File: config.mk
export PLATFORM = sky130hd
export DESIGN_NAME = segwp_unit
export DESIGN_NICKNAME = d
export VERILOG_FILES = /design/src/rtl/segwp_pkg.sv /design/src/rtl/segwp_cfg_bank.sv /design/src/rtl/segwp_seg_match.sv /design/src/rtl/segwp_guard_fsm.sv /design/src/rtl/segwp_unit.sv
export SDC_FILE = /design/constraint.sdc
export NUM_CORES = 1
export LEC_CHECK = 0
export BUFFER_PORTS_ARGS = -buffer_cell sky130_fd_sc_hd__buf_2
export CORE_AREA = 2 2 128 130
export CTS_BUF_LIST = sky130_fd_sc_hd__clkbuf_16
export DETAILED_ROUTE_END_ITERATION = 8
export DIE_AREA = 0 0 130 132
export PLACE_DENSITY = 0.76
export SYNTH_ARGS = -nofsm -noshare
export SYNTH_HDL_FRONTEND = slang
export SYNTH_SLANG_ARGS = --single-unit
File: constraint.sdc
create_clock -name clk -period 3.4 [get_ports clk]
set_clock_uncertainty 0.15 [all_clocks]
set_input_delay 0.68 -clock clk [delete_from_list [all_inputs] [get_ports clk]]
set_output_delay 0.68 -clock clk [all_outputs]
set_load 0.005 [all_outputs]
File: src/rtl/segwp_pkg.sv
package segwp_pkg;

    typedef enum logic [1:0] {
        ST_OPEN  = 2'd0,
        ST_GUARD = 2'd1,
        ST_FAULT = 2'd2
    } guard_state_e;

    localparam logic [7:0] SPACE_USER = 8'h0A;
    localparam logic [7:0] SPACE_SUPV = 8'h0B;

    localparam int EN_W = 2;

endpackage

File: src/rtl/segwp_cfg_bank.sv
module segwp_cfg_bank #(
    parameter int NSEG   = 2,
    parameter int WORD_W = 23,
    parameter int DATA_W = 32,
    parameter int SEL_W  = $clog2(NSEG) + 1
) (
    input  logic                               clk,
    input  logic                               rst_n,
    input  logic                               cfg_we,
    input  logic [SEL_W-1:0]                   cfg_sel,
    input  logic [DATA_W-1:0]                  cfg_wdata,
    output logic [DATA_W-1:0]                  cfg_rdata,
    output logic                               cfg_err,
    output logic [NSEG-1:0][WORD_W-1:0]        seg_lo,
    output logic [NSEG-1:0][WORD_W-1:0]        seg_hi,
    output logic [NSEG-1:0][segwp_pkg::EN_W-1:0] seg_en,
    output logic                               any_en,
    output logic                               any_en_nxt
);
    import segwp_pkg::*;

    localparam int SEG_IW   = SEL_W - 1;
    localparam int START_W  = WORD_W + EN_W;
    localparam int START_PAD = DATA_W - START_W;
    localparam int END_PAD  = DATA_W - WORD_W;

    logic [SEG_IW-1:0] seg_idx;
    logic              pick_end;
    logic              bad_bits;
    logic [NSEG-1:0]   en_nz;
    logic [NSEG-1:0]   en_nz_nxt;

    assign seg_idx  = cfg_sel[SEL_W-1:1];
    assign pick_end = cfg_sel[0];
    assign bad_bits = pick_end ? (|cfg_wdata[DATA_W-1:WORD_W])
                               : (|cfg_wdata[DATA_W-1:START_W]);

    for (genvar s = 0; s < NSEG; s++) begin : g_seg
        logic hit_start;
        logic hit_end;

        assign hit_start = cfg_we && (seg_idx == SEG_IW'(s)) && !pick_end;
        assign hit_end   = cfg_we && (seg_idx == SEG_IW'(s)) &&  pick_end;

        always_ff @(posedge clk or negedge rst_n) begin
            if (!rst_n) begin
                seg_lo[s] <= '0;
                seg_en[s] <= '0;
            end else if (hit_start) begin
                seg_lo[s] <= cfg_wdata[WORD_W-1:0];
                seg_en[s] <= cfg_wdata[START_W-1:WORD_W];
            end
        end

        always_ff @(posedge clk or negedge rst_n) begin
            if (!rst_n) begin
                seg_hi[s] <= '0;
            end else if (hit_end) begin
                seg_hi[s] <= cfg_wdata[WORD_W-1:0];
            end
        end

        assign en_nz[s]     = |seg_en[s];
        assign en_nz_nxt[s] = hit_start ? (|cfg_wdata[START_W-1:WORD_W]) : en_nz[s];
    end

    assign any_en     = |en_nz;
    assign any_en_nxt = |en_nz_nxt;

    always_comb begin
        cfg_rdata = '0;
        if (pick_end) begin
            cfg_rdata = {{END_PAD{1'b0}}, seg_hi[seg_idx]};
        end else begin
            cfg_rdata = {{START_PAD{1'b0}}, seg_en[seg_idx], seg_lo[seg_idx]};
        end
    end

    always_ff @(posedge clk or negedge rst_n) begin
        if (!rst_n) begin
            cfg_err <= 1'b0;
        end else begin
            cfg_err <= cfg_we && bad_bits;
        end
    end


    cfg_err_src_chk: assert property (@(posedge clk) disable iff (!rst_n)
        cfg_err |-> $past(cfg_we));

endmodule

File: src/rtl/segwp_seg_match.sv
module segwp_seg_match #(
    parameter int WORD_W = 23
) (
    input  logic              [WORD_W-1:0] word,
    input  logic                           dword,
    input  logic                           is_user,
    input  logic                           is_supv,
    input  logic              [WORD_W-1:0] lo,
    input  logic              [WORD_W-1:0] hi,
    input  logic [segwp_pkg::EN_W-1:0]     en,
    output logic                           hit
);
    logic              space_ok;
    logic [WORD_W-1:0] top_word;
    logic              above_lo;
    logic              below_hi;

    assign space_ok = (en[0] && is_user) || (en[1] && is_supv);
    assign top_word = {word[WORD_W-1:1], word[0] | dword};
    assign above_lo = (word >= lo);
    assign below_hi = (top_word < hi);
    assign hit      = space_ok && above_lo && below_hi;

endmodule

File: src/rtl/segwp_guard_fsm.sv
module segwp_guard_fsm #(
    parameter int NSEG   = 2,
    parameter int ADDR_W = 32
) (
    input  logic              clk,
    input  logic              rst_n,
    input  logic              blk_mode,
    input  logic              wr_en,
    input  logic [ADDR_W-1:0] wr_addr,
    input  logic [NSEG-1:0]   hits,
    input  logic              any_en,
    input  logic              any_en_nxt,
    output logic              wr_allow,
    output logic              prot_err,
    output logic [ADDR_W-1:0] fault_addr
);
    import segwp_pkg::*;

    guard_state_e state;
    guard_state_e state_nxt;
    logic         gate;
    logic         violation;
    logic         reject;

    assign violation = blk_mode ? (|hits) : !(|hits);
    assign reject    = wr_en && gate && violation;
    assign wr_allow  = wr_en && !reject;

    always_comb begin
        if (reject) begin
            state_nxt = ST_FAULT;
        end else if (any_en_nxt) begin
            state_nxt = ST_GUARD;
        end else begin
            state_nxt = ST_OPEN;
        end
    end

    always_ff @(posedge clk or negedge rst_n) begin
        if (!rst_n) begin
            state <= ST_OPEN;
        end else begin
            state <= state_nxt;
        end
    end

    always_comb begin
        gate     = 1'b0;
        prot_err = 1'b0;
        unique case (state)
            ST_OPEN: begin
                gate     = 1'b0;
                prot_err = 1'b0;
            end
            ST_GUARD: begin
                gate     = 1'b1;
                prot_err = 1'b0;
            end
            ST_FAULT: begin
                gate     = any_en;
                prot_err = 1'b1;
            end
            default: begin
                gate     = 1'b0;
                prot_err = 1'b0;
            end
        endcase
    end

    always_ff @(posedge clk or negedge rst_n) begin
        if (!rst_n) begin
            fault_addr <= '0;
        end else if (reject) begin
            fault_addr <= wr_addr;
        end
    end


    open_state_chk: assert property (@(posedge clk) disable iff (!rst_n)
        (state == ST_OPEN) |-> !any_en);


    allow_needs_req_chk: assert property (@(posedge clk) disable iff (!rst_n)
        wr_allow |-> wr_en);


    err_follows_reject_chk: assert property (@(posedge clk) disable iff (!rst_n)
        prot_err |-> ($past(wr_en) && !$past(wr_allow)));


    fault_addr_chk: assert property (@(posedge clk) disable iff (!rst_n)
        prot_err |-> (fault_addr == $past(wr_addr)));

endmodule

File: src/rtl/segwp_unit.sv
module segwp_unit #(
    parameter int NSEG   = 2,
    parameter int WORD_W = 23,
    parameter int ADDR_W = 32,
    parameter int DATA_W = 32,
    parameter int SEL_W  = $clog2(NSEG) + 1
) (
    input  logic              clk,
    input  logic              rst_n,
    input  logic              blk_mode,
    input  logic              wr_en,
    input  logic [ADDR_W-1:0] wr_addr,
    input  logic [7:0]        wr_space,
    input  logic              wr_dword,
    input  logic              cfg_we,
    input  logic [SEL_W-1:0]  cfg_sel,
    input  logic [DATA_W-1:0] cfg_wdata,
    output logic [DATA_W-1:0] cfg_rdata,
    output logic              cfg_err,
    output logic              wr_allow,
    output logic              prot_err,
    output logic [ADDR_W-1:0] fault_addr
);
    import segwp_pkg::*;

    logic [NSEG-1:0][WORD_W-1:0] seg_lo;
    logic [NSEG-1:0][WORD_W-1:0] seg_hi;
    logic [NSEG-1:0][EN_W-1:0]   seg_en;
    logic                        any_en;
    logic                        any_en_nxt;
    logic [NSEG-1:0]             hits;
    logic [WORD_W-1:0]           word;
    logic                        is_user;
    logic                        is_supv;

    assign word    = wr_addr[WORD_W+1:2];
    assign is_user = (wr_space == SPACE_USER);
    assign is_supv = (wr_space == SPACE_SUPV);

    segwp_cfg_bank #(
        .NSEG   (NSEG),
        .WORD_W (WORD_W),
        .DATA_W (DATA_W),
        .SEL_W  (SEL_W)
    ) u_bank (
        .clk        (clk),
        .rst_n      (rst_n),
        .cfg_we     (cfg_we),
        .cfg_sel    (cfg_sel),
        .cfg_wdata  (cfg_wdata),
        .cfg_rdata  (cfg_rdata),
        .cfg_err    (cfg_err),
        .seg_lo     (seg_lo),
        .seg_hi     (seg_hi),
        .seg_en     (seg_en),
        .any_en     (any_en),
        .any_en_nxt (any_en_nxt)
    );

    for (genvar s = 0; s < NSEG; s++) begin : g_match
        segwp_seg_match #(
            .WORD_W (WORD_W)
        ) u_match (
            .word    (word),
            .dword   (wr_dword),
            .is_user (is_user),
            .is_supv (is_supv),
            .lo      (seg_lo[s]),
            .hi      (seg_hi[s]),
            .en      (seg_en[s]),
            .hit     (hits[s])
        );
    end

    segwp_guard_fsm #(
        .NSEG   (NSEG),
        .ADDR_W (ADDR_W)
    ) u_fsm (
        .clk        (clk),
        .rst_n      (rst_n),
        .blk_mode   (blk_mode),
        .wr_en      (wr_en),
        .wr_addr    (wr_addr),
        .hits       (hits),
        .any_en     (any_en),
        .any_en_nxt (any_en_nxt),
        .wr_allow   (wr_allow),
        .prot_err   (prot_err),
        .fault_addr (fault_addr)
    );


    blk_hit_refused_chk: assert property (@(posedge clk) disable iff (!rst_n)
        (blk_mode && wr_en && (|hits)) |-> !wr_allow);

endmodule

==> results of run 1 <==
synth_stat cells, drive strengths merged (2+ instances only):
library cell / count
o21ai: 39
o21bai: 3
a21oi: 31
nand3b: 2
nor2: 14
mux4: 23
nand2: 36
nand4: 16
nand3: 8
mux2: 106
mux2i: 5
inv: 92
or4: 2
a31oi: 4
nor4b: 2
clkbuf: 14
a21o: 16
nor2b: 4
buf: 13
a2111oi: 2
nor3: 5
a211oi: 4
nor4: 4
ha: 92
dfrtp: 131
o211ai: 2
registers in the layout, summed over array words and instances (netlist names):
register / cells
u_fsm.fault_addr: 32
u_bank.seg_en: 4
u_fsm.state: 2
u_bank.seg_hi: 46
u_bank.seg_lo: 46
u_bank.cfg_err: 1
cell type report:
type                            count  area, um2
Fill cell                        1207       5650
Multi-Input combinational cell    434       4270
Sequential cell                   131       3280
Timing Repair Buffer              197       1230
Clock buffer                       17        425
Inverter                           92        345
Tap cell                          216        270
Clock inverter                     15        239
metal layers:
layer  up-vias  wire [um]
met1      2839       8550
met5         -         13
met4         2        352
li1       2810          -
met3        33       1180
met2       183       9510
power breakdown:
group | switching, uW | internal [uW] | total, uW
Combinational | 811 | 1080 | 1890
Sequential | 264 | 1970 | 2240
Clock | 702 | 1370 | 2070
Total | 1780 | 4420 | 6200
critical path: stages:
cell,delay [ns]
sky130_fd_sc_hd__buf_2,0.11
sky130_fd_sc_hd__buf_4,0.15
sky130_fd_sc_hd__ha_4,0.24
sky130_fd_sc_hd__nand3b_1,0.13
sky130_fd_sc_hd__a31oi_2,0.12
sky130_fd_sc_hd__o31a_1,0.29
sky130_fd_sc_hd__nor4_2,0.30
sky130_fd_sc_hd__o21ai_1,0.12
sky130_fd_sc_hd__a32oi_2,0.25
sky130_fd_sc_hd__mux2i_4,0.33
sky130_fd_sc_hd__nor2b_4,0.05
sky130_fd_sc_hd__buf_2,0.13
metrics by stage:
step | area (um2) | total power (uW)
after CTS | 9960 | 6200
after floorplan | 7990 | 3340
after detailed placement | 9250 | 4090
after global routing | 10100 | 6560
after global placement | 9250 | 4020
final | 10100 | 6200
worst max path at each step:
stage	startpoint	slack (ns)	endpoint
6_report	wr_addr[3]	-0.33	wr_allow
5_1_grt	u_bank.seg_lo[27]	-0.46	wr_allow
4_1_cts	u_bank.seg_lo[4]	-0.35	wr_allow
3_5_place_dp	wr_addr[3]	-0.50	u_fsm.fault_addr[7]
3_3_place_gp	wr_addr[6]	-0.38	u_fsm.fault_addr[19]
2_1_floorplan	wr_addr[6]	-0.12	wr_allow
logic make-up (layout without fill, tap and decap cells):
family / count (synthesis) / in the layout / synth area share
AOI/OAI and AO/OA: 104 / 104 / 0.0781
adders and majority gates: 92 / 92 / 0.146
buffers and inverters: 119 / 321 / 0.0627
DFF: 131 / 131 / 0.415
muxes: 134 / 134 / 0.237
other: 1 / 7 / 0.000475
and+or+nand+nor: 97 / 97 / 0.0607
timing repair:
item | 4_1_cts | 5_1_grt
gates cloned | 0 | 2
pin swaps | 7 | 14
gates resized for setup | 10 | 10
setup buffers | 1 | 2
setup endpoints to repair | 21 | 33
==> metrics list, run 1 <==
- Buffers added on ports: 139
- Leading area contributor after synthesis: sky130_fd_sc_hd__dfrtp_1
- In the global route stage, met2 resource usage came out at 0.386.
* Post-detailed-route DRC marker count: 0
- The clock passes through at most 2 buffers.
- Vias per Instance: 5.32
* Wirelength, routed: 19,600 um
* Setup slack on the worst flop-to-flop path: 0.07 ns
* Kind of critical path: primary input to output port
* WL/cell: 17.8 um
- During synthesis, Yosys emitted a total of 0 warnings.
- Of the cells placed in the final design, the portion with a size suffix greater than 1 is 0.420.
* Combined area of all synthesized cells: 7900 um2
- Max-cap violations in this run came to 0.
* Hold-fix buffers, CTS: 0
- Number of buffers created by CTS: 17
- In this run the number of H-tree levels came out at 4.
- Clock tree from TritonCTS: done
* Die Y: 132 um
- Entering global routing, the biggest net connects 46 pins.
* Synth top area share: 0.415
- Along the worst path, the maximum fanout reaches 4.
- Antenna fix cells: 0
- Run status: complete, but fails checks
- Share of flip-flops with an asynchronous set or reset: 1.00
- The worst-case IR drop observed on VDD is 0.000417 V.
* GR Util met1: 0.316
- From synthesis to final layout, the design area changed by 27.3%.
- Counting flops with a built-in enable in the synthesized netlist gives 0.
- Least-Margin Pin Slew: 0.525 ns
* Number of antenna-violating nets in the routed design: 0
- Reported leakage power: 0.00500 uW
- The first global-routing pass estimated 31,600 um of wire.
- GRT Max-Usage Layer: met2
* CP Data Arrival Time: 2.90 ns
- GRT Residual Overflow: 0
* HPWL after detailed placement: 14,100 um
- Hold is met by 0.0897 ns.
* Iteration-0 DRC Markers: 318
- At the later pin of the worst-skew pair, clock insertion delay measures 0.42 ns.
- For this configuration, the core starts out at a cell density of 0.503.
- The worst register-to-register path begins at u_bank.seg_lo[25].
- Most frequent cells in the layout: 137 x sky130_fd_sc_hd__buf_2, 131 x sky130_fd_sc_hd__dfrtp_1, 91 x sky130_fd_sc_hd__inv_1
- Among all flip-flop cells after synthesis, the most frequent one is sky130_fd_sc_hd__dfrtp_1.
* Worst slew slack as a fraction of its limit: 0.650
- Before CTS, the worst setup slack after placement is -0.496 ns.
* X dimension of the die: 130 um
* Final Hold Violating Endpoints: 0
* Crit path time final: 3.73 ns
- 147 I/O pins were placed.
* Sequential cell area fraction in the yosys report: 0.415
- The die covers 17,200 um2.
- Grt met3 use: 0.0459
- Capturing point of the worst reg2reg path: u_fsm.fault_addr[2]
- In the post-route analysis, the smallest setup slack over all paths is -0.327 ns.
* Final standard cell count with taps included and fillers excluded: 1,102
* Path type of the worst min-delay path: primary input to async pin
- Unrepaired setup endpoints after global routing: true
- The worst setup path is launched from a primary input.
- The routed layout has 5,867 vias.
- In the finished design, the share of the clock period the worst path needs comes to 1.10.
- The library cell used most frequently in the layout, excluding fill and tap cells, is sky130_fd_sc_hd__buf_2.
- Mean Syn Cell Area: 11.7 um2
- Setup violations remaining at the end of the flow were counted as 1.
- At the end of routability-driven placement, the weighted congestion stood at 0.875.
* Core Region: 15,700 um2
- The number of antenna violations at the first check in global routing was 1.
- Number of global-route vias before repair: 6,309
* Max Fclk: 268 MHz
- FF+latch count, synth: 131
* Count of cells along the worst register-to-register path: 12
- Sum of negative setup slack: -0.327 ns
- Cell at the root of the clock tree: sky130_fd_sc_hd__clkbuf_16
- Yosys attributes the largest share of cell area to sky130_fd_sc_hd__dfrtp_1 41%, sky130_fd_sc_hd__ha_1 15%, sky130_fd_sc_hd__mux2_2 11%, sky130_fd_sc_hd__mux4_2 6.6%, sky130_fd_sc_hd__mux2_4 5.1%.
- For this run, the total global-route usage over all layers was measured as 0.236.
- Power spread over the standard cell area amounts to 616 nW/um2.
* Violations in the final reports: negative setup slack
* Number of cells after detailed placement: 1,066
- After clock tree synthesis, the clock-pin slew on the worst setup and hold paths is 0.06 ns.
- The final layout contains 1,045 nets.
* Worst Path Required: 2.57 ns
- The worst setup path is captured at an output port.
- Standard-cell row count: 46
- Number of distinct library cells after synthesis: 42
* Sinks on the clock net: 131
- Final Max Tran Viols: 0
- Core occupancy in the finished layout: 0.640
* First-pass DRT Iterations: 4
- Synthesis handed over a netlist of 678 instances.
(Power assumes the default switching activity.)
==> run 2, diff against run 1 <==
--- a/config.mk
+++ b/config.mk
@@ -6,11 +6,11 @@
 export NUM_CORES = 1
 export LEC_CHECK = 0
 export BUFFER_PORTS_ARGS = -buffer_cell sky130_fd_sc_hd__buf_2
-export CORE_AREA = 2 2 128 130
+export CORE_AREA = 2 2 118 120
 export CTS_BUF_LIST = sky130_fd_sc_hd__clkbuf_16
 export DETAILED_ROUTE_END_ITERATION = 8
-export DIE_AREA = 0 0 130 132
-export PLACE_DENSITY = 0.76
+export DIE_AREA = 0 0 120 122
+export PLACE_DENSITY = 0.9
 export SYNTH_ARGS = -nofsm -noshare
 export SYNTH_HDL_FRONTEND = slang
 export SYNTH_SLANG_ARGS = --single-unit
==> constraint.sdc (replaced) <==
create_clock -name clk -period 4.4 [get_ports clk]
set_clock_uncertainty 0.15 [all_clocks]
set_input_delay 0.88 -clock clk [delete_from_list [all_inputs] [get_ports clk]]
set_output_delay 0.88 -clock clk [all_outputs]
set_load 0.005 [all_outputs]
==> run 2 against run 1 <==
- the run now ends clean
- combinational power is 29% lower
- critical path depth stayed put
- wire length is 3.7% lower
- core utilization is 5.5 points higher
- final cell count is 7.4% lower
- register-to-register slack better by 0.72 ns
- global-route usage is 3.4 points higher
- sequential share of layout area is 2.3 points higher
- via count is 0.55% lower
- worst setup slack better by 0.51 ns
- clock power is 34% lower
- flip-flop and latch count stayed put
==> metrics list, run 2 (synthesis gave the netlist of run 1 again) <==
- Peak VDD IR: 0.000296 V
- Internal Dissipation: 3140 uW
- Reported leakage power: 0.00472 uW
- Clock buffer depth: 2
- Clock tree from TritonCTS: done
* Number of buffers created by CTS: 17
- The die covers 14,600 um2.
- Relative to the synthesized area, the layout overhead comes to 18.9%.
- Measured along the y axis, the die boundary spans 122 um.
- Across all hold checks on the routed design, the worst slack comes to 0.338 ns.
- The floorplan has 43 rows.
- For this design, the sink count on the clock tree is 131.
- Path type of the worst min-delay path: flip-flop to flip-flop
* Core occupancy in the finished layout: 0.696
- After the first detailed-routing iteration, the DRC count stood at 277.
- Initial Utilization: 0.585
- Port buffering added 139 buffers.
- The analysis attributes to net switching a power of 1310 uW.
* Share of the cycle needed by the critical path after routing: 0.958
* Crit path time final: 4.22 ns
* Final nets: 1,001
* Clock group share of total power: 0.306
- Before CTS, the worst setup slack after placement is 0.0751 ns.
* GRT Residual Overflow: 0
* CTS clk-pin slew, worst paths: 0.05 ns
- Max Fclk: 237 MHz
- Most frequent cells in the layout: 138 x sky130_fd_sc_hd__buf_2, 131 x sky130_fd_sc_hd__dfrtp_1, 96 x sky130_fd_sc_hd__inv_1
- The first global-routing pass estimated 30,200 um of wire.
- The largest registers in the layout are u_bank.seg_hi x46, u_bank.seg_lo x46, u_fsm.fault_addr x32.
- The library cell used most frequently in the layout, excluding fill and tap cells, is sky130_fd_sc_hd__buf_2.
- For the worst setup path, the data required time is 3.37 ns.
* Final Max Tran Viols: 0
- In this run the clock root is driven by a sky130_fd_sc_hd__clkbuf_16.
* Clock latency at the later pin of the worst-skew pair: 0.43 ns
- Number of antenna-violating nets in the routed design: 0
- CP Data Arrival Time: 3.19 ns
- Across the run, the number of max-cap violations was 0.
- HPWL after detailed placement: 13,600 um
* Core Region: 13,500 um2
* Number of primary I/O pins: 147
- Antenna violations before repair: 2
- The first detailed-routing pass ran for 5 iterations.
* Power per cell area: 473 nW/um2
- Across every metal layer, demand over resource in global routing totals 0.270.
- Of all nets on the critical path, the largest fanout is 5.
* Pin count of the biggest net entering global routing: 132
- Setup violations remaining at the end of the flow were counted as 0.
- At the pin with the least slew margin, the transition time is 0.867 ns.
* Routed vias: 5,835
- Switching share of power: 0.294
* Number of global-route vias before repair: 6,018
- Power share of the combinational group: 0.304
- Run status: complete, no violations
- Worst slew slack as a fraction of its limit: 0.422
- The worst setup path is captured at an output port.
* Sum of negative setup slack: 0 ns
- Post-CTS setup buffer count: 0
* Unrepaired setup endpoints after global routing: false
- After detailed routing, the total wire length is 18,900 um.
- CTS built an H-tree with a depth of 4.
- The setup path with the least slack is of type primary input to output port.
- Of the cells placed in the final design, the portion with a size suffix greater than 1 is 0.366.
* Vias per Instance: 5.72
- After detailed routing, the average wire length per cell comes to 18.5 um.
- Setup slack closes at 0.184 ns.
- In this run the horizontal extent of the chip is 120 um.
- Crit start category: primary input
* GP Congestion: 0.891
* Final Hold Violating Endpoints: 0
* Share of total power in sequential cells: 0.390
- For this run, design rule violations remaining after detail routing come to 0.
## run 2: cell types whose count changed in the layout (fill, tap and decap cells not counted), moves of 3 or more
cell                        delta
sky130_fd_sc_hd__buf_4        -38
sky130_fd_sc_hd__buf_6         -3
sky130_fd_sc_hd__bufinv_16     -3
sky130_fd_sc_hd__clkinv_4      -4
sky130_fd_sc_hd__ha_1          +5
sky130_fd_sc_hd__ha_4          -5
sky130_fd_sc_hd__inv_1         +5
sky130_fd_sc_hd__o21ai_0       +3
sky130_fd_sc_hd__o21ai_1       -3
## run 2: final timing paths
| check | cells past startpoint | startpoint | to | slack (ns) |
|---|---|---|---|---|
| max in group asynchronous | 2 | rst_n | u_bank.seg_lo[45] | 3.16 |
| max | 12 | wr_addr[6] | wr_allow | 0.18 |
| min | 1 | u_fsm.fault_addr[0] | u_fsm.fault_addr[0] | 0.34 |
| max reg2reg | 12 | u_bank.seg_lo[27] | u_fsm.fault_addr[2] | 0.79 |
| min in group asynchronous | 2 | rst_n | u_fsm.fault_addr[25] | 0.42 |
| min reg2reg | 1 | u_fsm.fault_addr[0] | u_fsm.fault_addr[0] | 0.34 |
## run 2: what timing repair did
item                       CTS  global route
setup endpoints to repair    0             1
resized for setup            0             1
hold buffers                 0             0
## run 2: critical path: stages
cell and delay, ns:
sky130_fd_sc_hd__buf_2 0.13, sky130_fd_sc_hd__ha_1 0.33, sky130_fd_sc_hd__a211oi_2 0.20, sky130_fd_sc_hd__nor2_1 0.09, sky130_fd_sc_hd__o31a_1 0.32, sky130_fd_sc_hd__nor4_2 0.34, sky130_fd_sc_hd__o21ai_1 0.12, sky130_fd_sc_hd__a32oi_1 0.21
sky130_fd_sc_hd__buf_4 0.16, sky130_fd_sc_hd__mux2i_4 0.22, sky130_fd_sc_hd__nor2b_1 0.06, sky130_fd_sc_hd__buf_2 0.12
## run 2: cell type report
| class | instances | area [um2] |
|---|---|---|
| multi-input combinational | 434 | 4160 |
| fill | 967 | 4110 |
| sequential | 131 | 3280 |
| timing repair buffer | 153 | 828 |
| clock buffer | 17 | 425 |
| inverter | 92 | 345 |
| tap | 180 | 225 |
| clock inverter | 12 | 128 |
| antenna | 1 | 2.50 |
## run 2: power by group through the flow
stage	logic (uW)	registers [uW]	clock network, uW
after floorplan	861	1710	0
after detailed placement	1340	1740	0
after global routing	1500	1780	1430
after global placement	1280	1730	0
final	1350	1730	1360
after CTS	1360	1730	1380
## run 2: metrics by stage
| step | instance area (um2) | std cells | power, uW |
|---|---|---|---|
| finish | 9390 | 1020 | 4450 |
| global route | 9390 | 1019 | 4710 |
| detailed placement | 8830 | 990 | 3090 |
| CTS | 9380 | 1019 | 4470 |
| global placement | 8830 | 990 | 3010 |
| floorplan | 7920 | 684 | 2570 |
## run 2: metal layers
| layer | up-vias | GRT usage | wire (um) | share of wire |
|---|---|---|---|---|
| met4 | 2 | 0.104 | 429 | 0.023 |
| met3 | 38 | 0.0684 | 1200 | 0.063 |
| met1 | 2893 | 0.336 | 7880 | 0.42 |
| li1 | 2707 | - | - | - |
| met5 | - | 0 | 13 | 0.00069 |
| met2 | 195 | 0.457 | 9360 | 0.50 |
==> run 3, diff against run 2 <==
==> constraint.sdc (replaced) <==
create_clock -name clk -period 4.9 [get_ports clk]
set_clock_uncertainty 0.15 [all_clocks]
set_input_delay 0.98 -clock clk [delete_from_list [all_inputs] [get_ports clk]]
set_output_delay 0.98 -clock clk [all_outputs]
set_load 0.005 [all_outputs]
==> run 3 against run 2 <==
- wire length up 1.9%
- worst setup slack better by 0.18 ns
- sequential power down 10%
- flip-flop and latch count unchanged
- critical path depth down 1
- final cell count down 0.39%
- via count up 1.3%
- die area unchanged
- global-route usage up 0.80 points
- sequential share of layout area up 0.20 points
==> metrics list, run 3 (synthesis gave the netlist of run 1 again) <==
* Run status: complete, no violations
* Uppermost layer routed: met4
* Crit start category: primary input
- The detailed router put a total of 8100 um of wire on met1.
* Antenna violations before repair: 1
- The die is 120 um wide.
- Leaving out fill and tap cells, the most frequent cell in the layout is sky130_fd_sc_hd__buf_2.
- GP Congestion: 0.916
* Least-Margin Pin Slew: 0.921 ns
* Max-Cap Viols: 0
- CP Data Arrival Time: 3.40 ns
- The kind of cell with the highest combined delay along the critical path is compound AO/OA/AOI/OAI gates.
- In this run the tool buffered the top-level ports with 139 buffer cells.
* WL/cell: 18.9 um
- Detailed routing placed a total of 9540 um of wire on met2.
- Buffer and inverter count on the worst path: 2
- Worst Hold Slack: 0.343 ns
* Clock tree from TritonCTS: done
- The largest single stage delay on the critical path is 0.44 ns.
- In the final layout, the registers with the most flip-flops are u_bank.seg_hi x46, u_bank.seg_lo x46, u_fsm.fault_addr x32.
- Kind of critical path: primary input to output port
* Depth of the CTS H-tree: 4
- Dividing the detail-routed via count by the number of cells gives 5.82.
- The first global-routing pass estimated 31,100 um of wire.
* Highest net fanout along the worst path: 5
- Post-synthesis to final-layout area growth: 18.2%
- Crit path time final: 4.53 ns
- Setup repair after global routing left no endpoint under its margin.
- Worst slew slack as a fraction of its limit: 0.384
* # resized after CTS: 0
- The initial utilization of the core area, before any placement, comes to 0.585.
* Standard-cell row count: 43
- Wirelength, routed: 19,200 um
- Cell with the biggest individual delay on the critical path: sky130_fd_sc_hd__a32oi_1
* Number of global-route vias before repair: 6,121
* Cell at the root of the clock tree: sky130_fd_sc_hd__clkbuf_16
- CTS clk-pin slew, worst paths: 0.06 ns
- Path type of the worst min-delay path: flip-flop to flip-flop
- Buffers inserted to repair hold after CTS numbered 0.
* Sum of negative setup slack: 0 ns
- Number of primary I/O pins: 147
* Reported leakage power: 0.00468 uW
- Entering global routing, the biggest net connects 67 pins.
- For this run, the post-layout net count is 996.
* Share of the cycle needed by the critical path after routing: 0.925
* Peak VDD IR: 0.000245 V
- Traced cell by cell, the critical path runs through buf_2 -> ha_1 -> a21oi_1 -> a31oi_1 -> o31a_1 -> nor4_1 -> o21ai_1 -> a32oi_1 -> mux2i_4 -> nor2b_1 -> buf_2.
* Die Area: 14,600 um2
- Critical path capture point type: output port
- GRT Residual Overflow: 0
- Routed vias: 5,909
- First-pass DRT Iterations: 5
- Iteration-0 DRC Markers: 402
- Post-CTS setup buffer count: 0
* Power per cell area: 430 nW/um2
- From bottom edge to top edge, the die measures 122 um.
- Clock latency at the later pin of the worst-skew pair: 0.43 ns
- Static timing analysis puts the maximum clock frequency at 221 MHz.
- Final Hold Violating Endpoints: 0
* HPWL after detailed placement: 13,500 um
- The floorplan step defined a core boundary enclosing 13,500 um2.
- Met3 routed WL: 1160 um
- At the worst endpoint, the required time is 3.77 ns.
- Sinks on the clock net: 131
* Final setup vio count: 0
* Antenna fix cells: 0
* All-Layer GR Usage: 0.278
* Clock buffer depth: 2
* Most frequent cells in the layout: 138 x sky130_fd_sc_hd__buf_2, 131 x sky130_fd_sc_hd__dfrtp_1, 92 x sky130_fd_sc_hd__inv_1, 92 x sky130_fd_sc_hd__ha_1, 75 x sky130_fd_sc_hd__mux2_2
- Among the stages of the critical path, the cell type that occurs most often is sky130_fd_sc_hd__buf_2.
* Post-detailed-route DRC marker count: 0
- Fraction of layout cells with a size suffix above 1: 0.365
* Number of buffers created by CTS: 17
- The detail route stage leaves a number of antenna-violating nets equal to 0.
- Final Max Tran Viols: 0
[run 3: cell count changes in the layout (fill, tap and decap cells not counted), moves of 2 or more]
cell / before / now
sky130_fd_sc_hd__clkinv_1: 2 / 4
sky130_fd_sc_hd__buf_12: 2 / 0
sky130_fd_sc_hd__clkinvlp_4: 0 / 2
sky130_fd_sc_hd__clkinv_2: 3 / 5
sky130_fd_sc_hd__inv_1: 96 / 92
sky130_fd_sc_hd__buf_4: 13 / 10
[run 3: stage by stage]
step	area, um2	power (uW)	worst slack [ns]	cells	utilization
2_1_floorplan	7920	2310	0.660	684	-
3_3_place_gp	8770	2700	0.454	985	0.649
3_5_place_dp	8770	2760	0.389	985	0.649
4_1_cts	9340	4030	0.372	1016	0.692
5_1_grt	9340	4250	0.229	1016	0.692
6_report	9340	4010	0.368	1016	0.692
[run 3: worst register-to-register path, delay by kind of cell (launching register included)]
| kind | cells | cell delay (ns) |
|---|---|---|
| AOI/OAI and AO/OA | 4 | 1.04 |
| muxes | 2 | 0.72 |
| buffers and inverters | 2 | 0.61 |
| and+or+nand+nor | 2 | 0.41 |
| DFF | 1 | 0.37 |
| adders and majority gates | 1 | 0.30 |
[run 3: worst paths after layout]
path                                     start                    to  slack (ns)  cells past startpoint
max in group asynchronous                rst_n  u_fsm.fault_addr[19]        3.06                      2
min in group asynchronous                rst_n  u_fsm.fault_addr[25]        0.51                      1
hold / removal             u_fsm.fault_addr[1]   u_fsm.fault_addr[1]        0.34                      1
setup reg to reg             u_bank.seg_lo[27]   u_fsm.fault_addr[2]        1.20                     11
setup / recovery                    wr_addr[4]              wr_allow        0.37                     11
hold reg to reg            u_fsm.fault_addr[1]   u_fsm.fault_addr[1]        0.34                      1
[run 3: layout make-up]
| type | instances | area (um2) |
|---|---|---|
| Clock buffer | 17 | 425 |
| Clock inverter | 14 | 145 |
| Timing Repair Buffer | 148 | 766 |
| Multi-Input combinational cell | 434 | 4150 |
| Sequential cell | 131 | 3280 |
| Tap cell | 180 | 225 |
| Fill cell | 979 | 4170 |
| Inverter | 92 | 345 |
[run 3: where the power goes]
group	switching (uW)	total (uW)	internal (uW)
logic	541	1220	675
clock network	462	1240	782
registers	185	1550	1370
[run 3: layer usage]
metal	GRT usage	up-vias
met5	0	-
met4	0.109	0
met3	0.0641	41
met2	0.465	214
met1	0.354	2942
li1	-	2712
